### src/rtl/sig_wdog_pkg.sv
package sig_wdog_pkg;

  // Event kinds selectable in event mode
  typedef enum logic [2:0] {
    EV_RISE   = 3'd0,
    EV_FALL   = 3'd1,
    EV_TOGGLE = 3'd2,
    EV_HIGH   = 3'd3,
    EV_LOW    = 3'd4
  } ev_kind_e;

  // Configuration register select
  typedef enum logic [1:0] {
    A_CTRL = 2'd0,
    A_WIN  = 2'd1,
    A_MIN  = 2'd2,
    A_MAX  = 2'd3
  } cfg_addr_e;

  // Control word, LSB first: mode, policy, polarity, kind
  typedef struct packed {
    logic [2:0] ev_kind;    // bits 5:3
    logic       neg_pol;    // bit 2
    logic       outside;    // bit 1
    logic       pulse_mode; // bit 0
  } ctrl_t;

  localparam int CTRL_W = $bits(ctrl_t);

endpackage

### src/rtl/swd_cfg_regs.sv
module swd_cfg_regs
  import sig_wdog_pkg::*;
#(
  parameter int CNT_W = 16
) (
  input  logic             clk,
  input  logic             rst_n,
  input  logic             we,
  input  logic [1:0]       addr,
  input  logic [CNT_W-1:0] wdata,
  output ctrl_t            ctrl,
  output logic [CNT_W-1:0] win,
  output logic [CNT_W-1:0] lo_bound,
  output logic [CNT_W-1:0] hi_bound
);

  always_ff @(posedge clk or negedge rst_n) begin
    if (!rst_n) begin
      ctrl     <= '0;
      win      <= '0;
      lo_bound <= '0;
      hi_bound <= '0;
    end else if (we) begin
      case (cfg_addr_e'(addr))
        A_CTRL:  ctrl     <= ctrl_t'(wdata[CTRL_W-1:0]);
        A_WIN:   win      <= wdata;
        A_MIN:   lo_bound <= wdata;
        default: hi_bound <= wdata;
      endcase
    end
  end

endmodule

### src/rtl/swd_edge_det.sv
module swd_edge_det (
  input  logic clk,
  input  logic rst_n,
  input  logic sig,
  output logic rise,
  output logic fall
);

  logic sig_q;

  always_ff @(posedge clk or negedge rst_n) begin
    if (!rst_n) sig_q <= 1'b0;
    else        sig_q <= sig;
  end

  assign rise = sig & ~sig_q;
  assign fall = ~sig & sig_q;

endmodule

### src/rtl/swd_event_chk.sv
module swd_event_chk
  import sig_wdog_pkg::*;
#(
  parameter int CNT_W = 16
) (
  input  logic             clk,
  input  logic             rst_n,
  input  logic             run,
  input  logic [2:0]       kind,
  input  logic [CNT_W-1:0] win,
  input  logic             sig,
  input  logic             rise,
  input  logic             fall,
  output logic             viol,
  output logic [CNT_W-1:0] cnt
);

  logic qual;

  always_comb begin
    case (kind)
      EV_RISE:   qual = rise;
      EV_FALL:   qual = fall;
      EV_TOGGLE: qual = rise | fall;
      EV_HIGH:   qual = sig;
      EV_LOW:    qual = ~sig;
      default:   qual = 1'b0;
    endcase
  end

  assign viol = run && !qual && (win != '0) && (cnt == win - 1'b1);

  always_ff @(posedge clk or negedge rst_n) begin
    if (!rst_n)                                  cnt <= '0;
    else if (!run || qual || viol || win == '0)  cnt <= '0;
    else                                         cnt <= cnt + 1'b1;
  end

endmodule

### src/rtl/swd_pulse_chk.sv
module swd_pulse_chk #(
  parameter int CNT_W = 16
) (
  input  logic             clk,
  input  logic             rst_n,
  input  logic             run,
  input  logic             neg_pol,
  input  logic             outside,
  input  logic [CNT_W-1:0] lo_bound,
  input  logic [CNT_W-1:0] hi_bound,
  input  logic             rise,
  input  logic             fall,
  output logic             viol,
  output logic             active,
  output logic [CNT_W-1:0] width
);

  localparam logic [CNT_W-1:0] SAT = '1;

  logic open_e, close_e, in_band;

  assign open_e  = neg_pol ? fall : rise;
  assign close_e = neg_pol ? rise : fall;
  assign in_band = (width >= lo_bound) && (width <= hi_bound);
  assign viol    = run && active && close_e && (outside ? in_band : !in_band);

  always_ff @(posedge clk or negedge rst_n) begin
    if (!rst_n) begin
      active <= 1'b0;
      width  <= '0;
    end else if (!run) begin
      active <= 1'b0;
      width  <= '0;
    end else if (open_e) begin
      active <= 1'b1;
      width  <= {{(CNT_W-1){1'b0}}, 1'b1};
    end else if (close_e) begin
      active <= 1'b0;
      width  <= '0;
    end else if (active && width != SAT) begin
      width  <= width + 1'b1;
    end
  end

endmodule

### src/rtl/sig_watchdog.sv
module sig_watchdog
  import sig_wdog_pkg::*;
#(
  parameter int CNT_W = 16
) (
  input  logic             clk,
  input  logic             rst_n,
  input  logic             enable,
  input  logic             cfg_we,
  input  logic [1:0]       cfg_addr,
  input  logic [CNT_W-1:0] cfg_wdata,
  input  logic             mon_in,
  input  logic             err_clr,
  output logic             err_flag
);

  ctrl_t            ctrl;
  logic [CNT_W-1:0] win, lo_bound, hi_bound;
  logic             rise, fall;
  logic             ev_viol, pw_viol, viol;
  logic [CNT_W-1:0] ev_cnt, pw_cnt;
  logic             pw_active;

  swd_cfg_regs #(.CNT_W(CNT_W)) u_regs (
    .clk      (clk),
    .rst_n    (rst_n),
    .we       (cfg_we),
    .addr     (cfg_addr),
    .wdata    (cfg_wdata),
    .ctrl     (ctrl),
    .win      (win),
    .lo_bound (lo_bound),
    .hi_bound (hi_bound)
  );

  swd_edge_det u_edge (
    .clk   (clk),
    .rst_n (rst_n),
    .sig   (mon_in),
    .rise  (rise),
    .fall  (fall)
  );

  swd_event_chk #(.CNT_W(CNT_W)) u_event (
    .clk   (clk),
    .rst_n (rst_n),
    .run   (enable && !ctrl.pulse_mode),
    .kind  (ctrl.ev_kind),
    .win   (win),
    .sig   (mon_in),
    .rise  (rise),
    .fall  (fall),
    .viol  (ev_viol),
    .cnt   (ev_cnt)
  );

  swd_pulse_chk #(.CNT_W(CNT_W)) u_pulse (
    .clk      (clk),
    .rst_n    (rst_n),
    .run      (enable && ctrl.pulse_mode),
    .neg_pol  (ctrl.neg_pol),
    .outside  (ctrl.outside),
    .lo_bound (lo_bound),
    .hi_bound (hi_bound),
    .rise     (rise),
    .fall     (fall),
    .viol     (pw_viol),
    .active   (pw_active),
    .width    (pw_cnt)
  );

  assign viol = ev_viol | pw_viol;

  // Sticky flag; a new violation wins over a clear in the same cycle
  always_ff @(posedge clk or negedge rst_n) begin
    if (!rst_n)       err_flag <= 1'b0;
    else if (viol)    err_flag <= 1'b1;
    else if (err_clr) err_flag <= 1'b0;
  end

endmodule

### config.mk
export PLATFORM = sky130hd
export DESIGN_NAME = sig_watchdog
export DESIGN_NICKNAME = d
export VERILOG_FILES = /design/src/rtl/sig_wdog_pkg.sv /design/src/rtl/swd_cfg_regs.sv /design/src/rtl/swd_edge_det.sv /design/src/rtl/swd_event_chk.sv /design/src/rtl/swd_pulse_chk.sv /design/src/rtl/sig_watchdog.sv
export SDC_FILE = /design/constraint.sdc
export NUM_CORES = 1
export LEC_CHECK = 0
export BUFFER_PORTS_ARGS = -buffer_cell sky130_fd_sc_hd__buf_2
export CAP_MARGIN = 20
export CELL_PAD_IN_SITES_DETAIL_PLACEMENT = 0
export CELL_PAD_IN_SITES_GLOBAL_PLACEMENT = 1
export CORE_AREA = 2 2 110 155
export DETAILED_ROUTE_END_ITERATION = 7
export DIE_AREA = 0 0 112 157
export PLACE_DENSITY_LB_ADDON = 0.1
export SETUP_SLACK_MARGIN = 0.15
export SYNTH_ARGS = -nofsm -noshare
export SYNTH_HDL_FRONTEND = slang
export SYNTH_SLANG_ARGS = --single-unit
### constraint.sdc
create_clock -name clk -period 2.8 [get_ports clk]
set_clock_uncertainty 0.1 [all_clocks]
set_input_delay 0.14 -clock clk [delete_from_list [all_inputs] [get_ports clk]]
set_output_delay 0.14 -clock clk [all_outputs]
set_load 0.005 [all_outputs]
==> results of run 1 <==
## area by class of cell
cell class / count / area, sq um
clock buffer: 11 / 233
clock inverter: 4 / 45.0
tap: 199 / 249
multi-input combinational: 342 / 2780
inverter: 45 / 169
sequential: 89 / 2230
timing repair buffer: 61 / 488
fill: 1630 / 9910
## critical path, stage by stage (launching register included)
cell	delay, ps
dfrtp_1	420
inv_2	90
ha_4	150
or4b_4	500
nor4_2	270
a311oi_1	70
o41ai_1	100
o2111ai_2	230
o31ai_4	310
clkbuf_16	220
nor2_1	50
## layout by cell type, fill, tap and decap left out, drive strengths merged, types with 2 or more instances in the layout
cell	synthesis	routed
nor2b	4	4
clkbuf	6	12
nor4	8	8
mux2i	6	6
nor2	46	46
nand3b	3	3
o31ai	3	3
a211oi	3	3
o21ai	7	7
nor3b	3	3
buf	3	42
nor3	10	10
nand3	22	22
dlygate4sd3	0	18
nand2	24	24
nand2b	3	3
dfrtp	89	89
mux2	55	55
and3	5	5
inv	45	45
o21a	3	3
o41ai	2	2
nand4	12	12
ha	37	37
clkinv	0	3
xnor2	18	18
a21oi	14	14
a21o	4	4
xor2	29	29
or4	2	2
## stage by stage
| stage | worst slack [ps] | hold WS, ps | instances | instance area [sq um] | power [mW] |
|---|---|---|---|---|---|
| after global placement | 171 | 108 | 712 | 5560 | 2.25 |
| after CTS | 165 | 11.9 | 745 | 6020 | 3.50 |
| final | 178 | 12.7 | 751 | 6190 | 3.50 |
| after detailed placement | 83.7 | 121 | 712 | 5560 | 2.26 |
| after floorplan | 246 | -256 | 485 | 5110 | 2.02 |
| after global routing | 48.4 | 16.1 | 751 | 6190 | 3.71 |
## worst max path at each step
stage / endpoint / cells after the start
floorplan: u_event.cnt[0] / 10
global placement: u_event.cnt[0] / 11
detailed placement: u_event.cnt[0] / 11
CTS: u_event.cnt[7] / 11
global route: err_flag / 11
finish: u_event.cnt[7] / 10
## registers in the layout, indices dropped and copies added (netlist names), 6 cells and up
| name | count |
|---|---|
| u_event.cnt | 16 |
| u_regs.ctrl | 6 |
| u_regs.lo_bound | 16 |
| u_regs.win | 16 |
| u_regs.hi_bound | 16 |
| u_pulse.width | 16 |
## cells by family after synthesis
logic type                 Yosys count
muxes                               62
adders and majority gates           37
xor gates and xnor gates            47
DFF                                 89
AOI/OAI and AO/OA                   49
buffers and inverters               54
and+or+nand+nor                    147
## synthesized netlist by cell type (all sizes together) (2+ instances only)
cell type / n / share of area (%)
nor2b: 4 / 0.49
buf: 3 / 0.54
mux2: 55 / 12
inv: 45 / 3.3
nand4: 12 / 1.5
nand2b: 3 / 0.37
nand3: 22 / 2.2
o21ai: 7 / 0.69
o41ai: 2 / 0.34
ha: 37 / 9.1
a211oi: 3 / 0.44
o31ai: 3 / 0.71
o21a: 3 / 0.44
clkbuf: 6 / 0.44
nor3: 10 / 1.1
xor2: 29 / 5.0
or4: 2 / 0.29
mux2i: 6 / 1.2
and3: 5 / 0.61
nor2: 46 / 3.4
nor3b: 3 / 0.44
a21oi: 14 / 1.4
a21o: 4 / 0.59
nor4: 8 / 1.1
nand2: 24 / 1.8
nand3b: 3 / 0.44
dfrtp: 89 / 44
xnor2: 18 / 3.1
## power groups by stage
stage	Combinational (mW)	Clock, mW	Sequential [mW]
5_1_grt	0.815	1.28	1.62
6_report	0.728	1.18	1.59
3_5_place_dp	0.657	0	1.60
2_1_floorplan	0.468	0	1.55
4_1_cts	0.683	1.24	1.58
3_3_place_gp	0.647	0	1.60
## metal layers
metal	up-vias	track usage, %
li1	1830	-
met1	1823	17.3
met2	35	29.5
met3	24	2.54
met4	0	6.16
met5	-	0
## what timing repair did
action | CTS | global route
gates resized for setup | 3 | 24
setup endpoints to repair | 17 | 17
buffers inserted | 0 | 5
hold buffers | 18 | 0
pin swaps | 0 | 9
endpoints found under the hold margin | 94 | 0
gates cloned | 0 | 1
==> qor.csv, run 1 <==
metric,value,unit
status,"finished, final reports clean",
wl_per_cell,17.5,um
synth_xor_area_share,8.05,%
initial_core_util,31.7,%
async_flop_share,100,%
gp_congestion,0.750,
r2r_slack,180,ps
grt_max_degree,48,
setup_viol,0,
synth_top_family_by_area,simple AND/OR/NAND/NOR gates,
critPathKind,reg2reg,
yosysWarnings,0,
worstHoldPathType,in2reg,
synth_edf_count,0,
power.internal,2.49,mW
nets,609,
synth_compound_area_share,6.78,%
period_share,93.7,%
syn_nets,546,
r2r_cells,10,
max_freq,381,MHz
syn_avg_cell_area,10.5,sq um
drc_errors,0,
worstPathArrival,2760,ps
p_clk_share,33.8,%
crit_required,2930,ps
crit_path_start,u_regs.win[1],
routed_wl,13.1,mm
antenna_found_initial,0,
critPathMaxFanout,8,
io_buffers,24,
dieHeight,157,um
drt_iter0_markers,148,
muxShareOfSynthArea,13.7,%
clk_latency,350,ps
hpwl,9.76,mm
rsz0062_at_grt,true,
holdPathStages,2,
cts_root_buffer,clkbuf_16,
diodes,0,
holdPathEnd,u_regs.win[1],
max-cap-violations,0,
synthAdderAreaFrac,9.06,%
ys_dominant_reg_cell,dfrtp_1,
cts_tree,done,
routed_via_density,4.94,
ir_worst_vdd,0.000228,V
power.share.sequential,45.5,%
r2r_start,u_regs.win[1],
synth-simple-area-share,14.5,%
die_area,0.0176,sq mm
drive_gt1_share,24.5,%
via_count,3712,
drt-pass1-iter-count,6,
syn-cell-area,0.00511,sq mm
htree_levels,3,
r2r-end,u_event.cnt[7],
cts.clk_slew.worst_paths,60,ps
tns,0,ps
ctsLongestPathBuffers,2,
wl_met1,5.41,mm
wl_met3,241,um
grt_pass1_wl,21.0,mm
period_minus_slack,2620,ps
grt_pass1_vias,3945,
std_cell_rows,55,
slew_violations,0,
ant_nets,0,
pin_count,25,
sw_frac_of_total,28.9,%
end_kind,register,
hold_violations,0,
numClockSinks,89,
maxUsedRoutingLayer,met4,
power.switching,1.01,mW
die_x,112,um
wl_met2,7.14,mm
area_delta_synth_final,21.2,%
overflow,0,
ys_types,51,
cp-start-kind,register,
worstHoldStart,cfg_wdata[1],
synth_cells,485,
p_leak,2.75,nW
max_slew.worst_pin.slew,805,ps
ys_seq_elements,89,
combPwrFrac,20.8,%
fin_util,38.5,%
p_per_area,565,mW/mm^2
max_slew_margin,46.2,%
grt.total_usage,15.6,%
ys_seq_area_share,43.6,%
cts_inserted_buffers,9,
core_area,0.0161,sq mm
Note: power is estimated with default switching activity, not from simulation.
==> inputs of run 2 (changes only) <==
Settings changed: CORE_AREA 2 2 110 155 to 2 2 90 126, DIE_AREA 0 0 112 157 to 0 0 92 128.
==> qor.csv, run 2 (synthesis results as in run 1) <==
metric,value,unit
numClockSinks,89,
diodes,0,
r2r_start,u_regs.win[0],
ctsLongestPathBuffers,2,
period_share,92.8,%
cts_tree,done,
pin_count,25,
io_buffers,24,
grt_pass1_vias,3811,
overflow,0,
final_cell_mix,"dfrtp_1, mux2_2, inv_1",
cts.clk_slew.worst_paths,60,ps
setup_ws,201,ps
gp_congestion,0.819,
dp_cells,651,
drc_errors,0,
rsz0062_at_grt,true,
combPwrFrac,19.0,%
worstPathArrival,2730,ps
cp-start-kind,register,
max-cap-violations,0,
p_per_area,603,mW/mm^2
via_count,3771,
hpwl,8.84,mm
critPathMaxFanout,8,
status,"finished, final reports clean",
grt_max_degree,46,
routed_wl,12.1,mm
end_kind,register,
nets,602,
area_delta_synth_final,19.4,%
antenna_found_initial,0,
tns,0,ps
routed_via_density,5.49,
fin_util,57.0,%
ant_nets,0,
drt_iter0_markers,147,
r2r-end,u_event.cnt[9],
setup_viol,0,
hold_violations,0,
std_cell_rows,45,
wl_per_cell,17.6,um
r2r_slack,200,ps
power.internal,2.68,mW
grt_pass1_wl,19.6,mm
max_freq,385,MHz
hold_ws,14.6,ps
p_leak,2.74,nW
sw_frac_of_total,27.2,%
power.share.sequential,43.3,%
r2r_cells,11,
die_area,0.0118,sq mm
drt-pass1-iter-count,4,
max_slew.worst_pin.slew,853,ps
p_clk_share,37.7,%
pre_cts_ws,83.7,ps
cts_root_buffer,clkbuf_16,
worstHoldStart,cfg_wdata[4],
crit_required,2930,ps
period_minus_slack,2600,ps
cts_inserted_buffers,9,
grt.total_usage,21.5,%
core_area,0.0107,sq mm
holdPathEnd,u_regs.lo_bound[4],
die_x,92,um
dieHeight,128,um
fin_cells,687,
slew_violations,0,
final_common_cell,dfrtp_1,
worstHoldPathType,in2reg,
holdPathStages,2,
drive_gt1_share,25.5,%
critPathKind,reg2reg,
power.switching,999,uW
max_slew_margin,43.0,%
htree_levels,3,
initial_core_util,47.8,%
ir_worst_vdd,0.000315,V
clk_latency,330,ps
run 2: how the worst max path moves through the flow:
| stage | from | end | slack [ps] | cells past startpoint |
|---|---|---|---|---|
| after global placement | u_regs.win[0] | u_event.cnt[11] | 170 | 11 |
| after floorplan | u_regs.win[0] | u_event.cnt[0] | 250 | 10 |
| after CTS | u_regs.win[0] | u_event.cnt[10] | 140 | 10 |
| final | u_regs.win[0] | u_event.cnt[9] | 200 | 11 |
| after detailed placement | u_regs.win[0] | u_event.cnt[4] | 80 | 11 |
| after global routing | u_regs.win[0] | u_event.cnt[8] | 80 | 11 |
run 2: area by class of cell:
cell class / instances / area, sq um
Sequential cell: 89 / 2230
Clock inverter: 5 / 103
Timing Repair Buffer: 54 / 388
Clock buffer: 11 / 243
Multi-Input combinational cell: 342 / 2800
Tap cell: 141 / 176
Fill cell: 969 / 4600
Inverter: 45 / 169
run 2: power groups by stage:
stage	Clock, mW	Sequential [mW]	Combinational [mW]
6_report	1.39	1.59	0.700
5_1_grt	1.47	1.62	0.781
4_1_cts	1.41	1.58	0.651
3_5_place_dp	0	1.60	0.628
3_3_place_gp	0	1.60	0.614
2_1_floorplan	0	1.55	0.468
run 2: worst max-delay path: stages, from the launching register on:
cell and delay (ps):
dfrtp_1 420, inv_2 80, ha_4 130, or4b_4 500, buf_4 170, nor4_4 120, a311oi_1 80, o41ai_2 100
o2111ai_2 220, o31ai_4 310, buf_6 200, nor2_1 60
run 2: what timing repair did:
item / CTS / global route
gates cloned: 0 / 1
endpoints found under the hold margin: 74 / 0
pin swaps: 0 / 9
resized for setup: 3 / 29
hold buffers: 13 / 0
setup buffers: 0 / 6
setup endpoints to repair: 17 / 17
run 2: routing by layer:
metal / GRT usage, % / share of wire (%) / routed length [um] / vias up
met5: 0 / 0 / 0 / -
met4: 7.02 / 2.0 / 238 / 0
met3: 3.23 / 1.5 / 177 / 21
met2: 40.0 / 54 / 6560 / 42
met1: 25.2 / 42 / 5090 / 1892
li1: - / - / - / 1816
run 2: through the flow:
step / total power, mW / instance area (sq um)
after global placement: 2.21 / 5440
after floorplan: 2.02 / 5110
after global routing: 3.87 / 6100
after detailed placement: 2.23 / 5440
after CTS: 3.65 / 5930
final: 3.68 / 6100
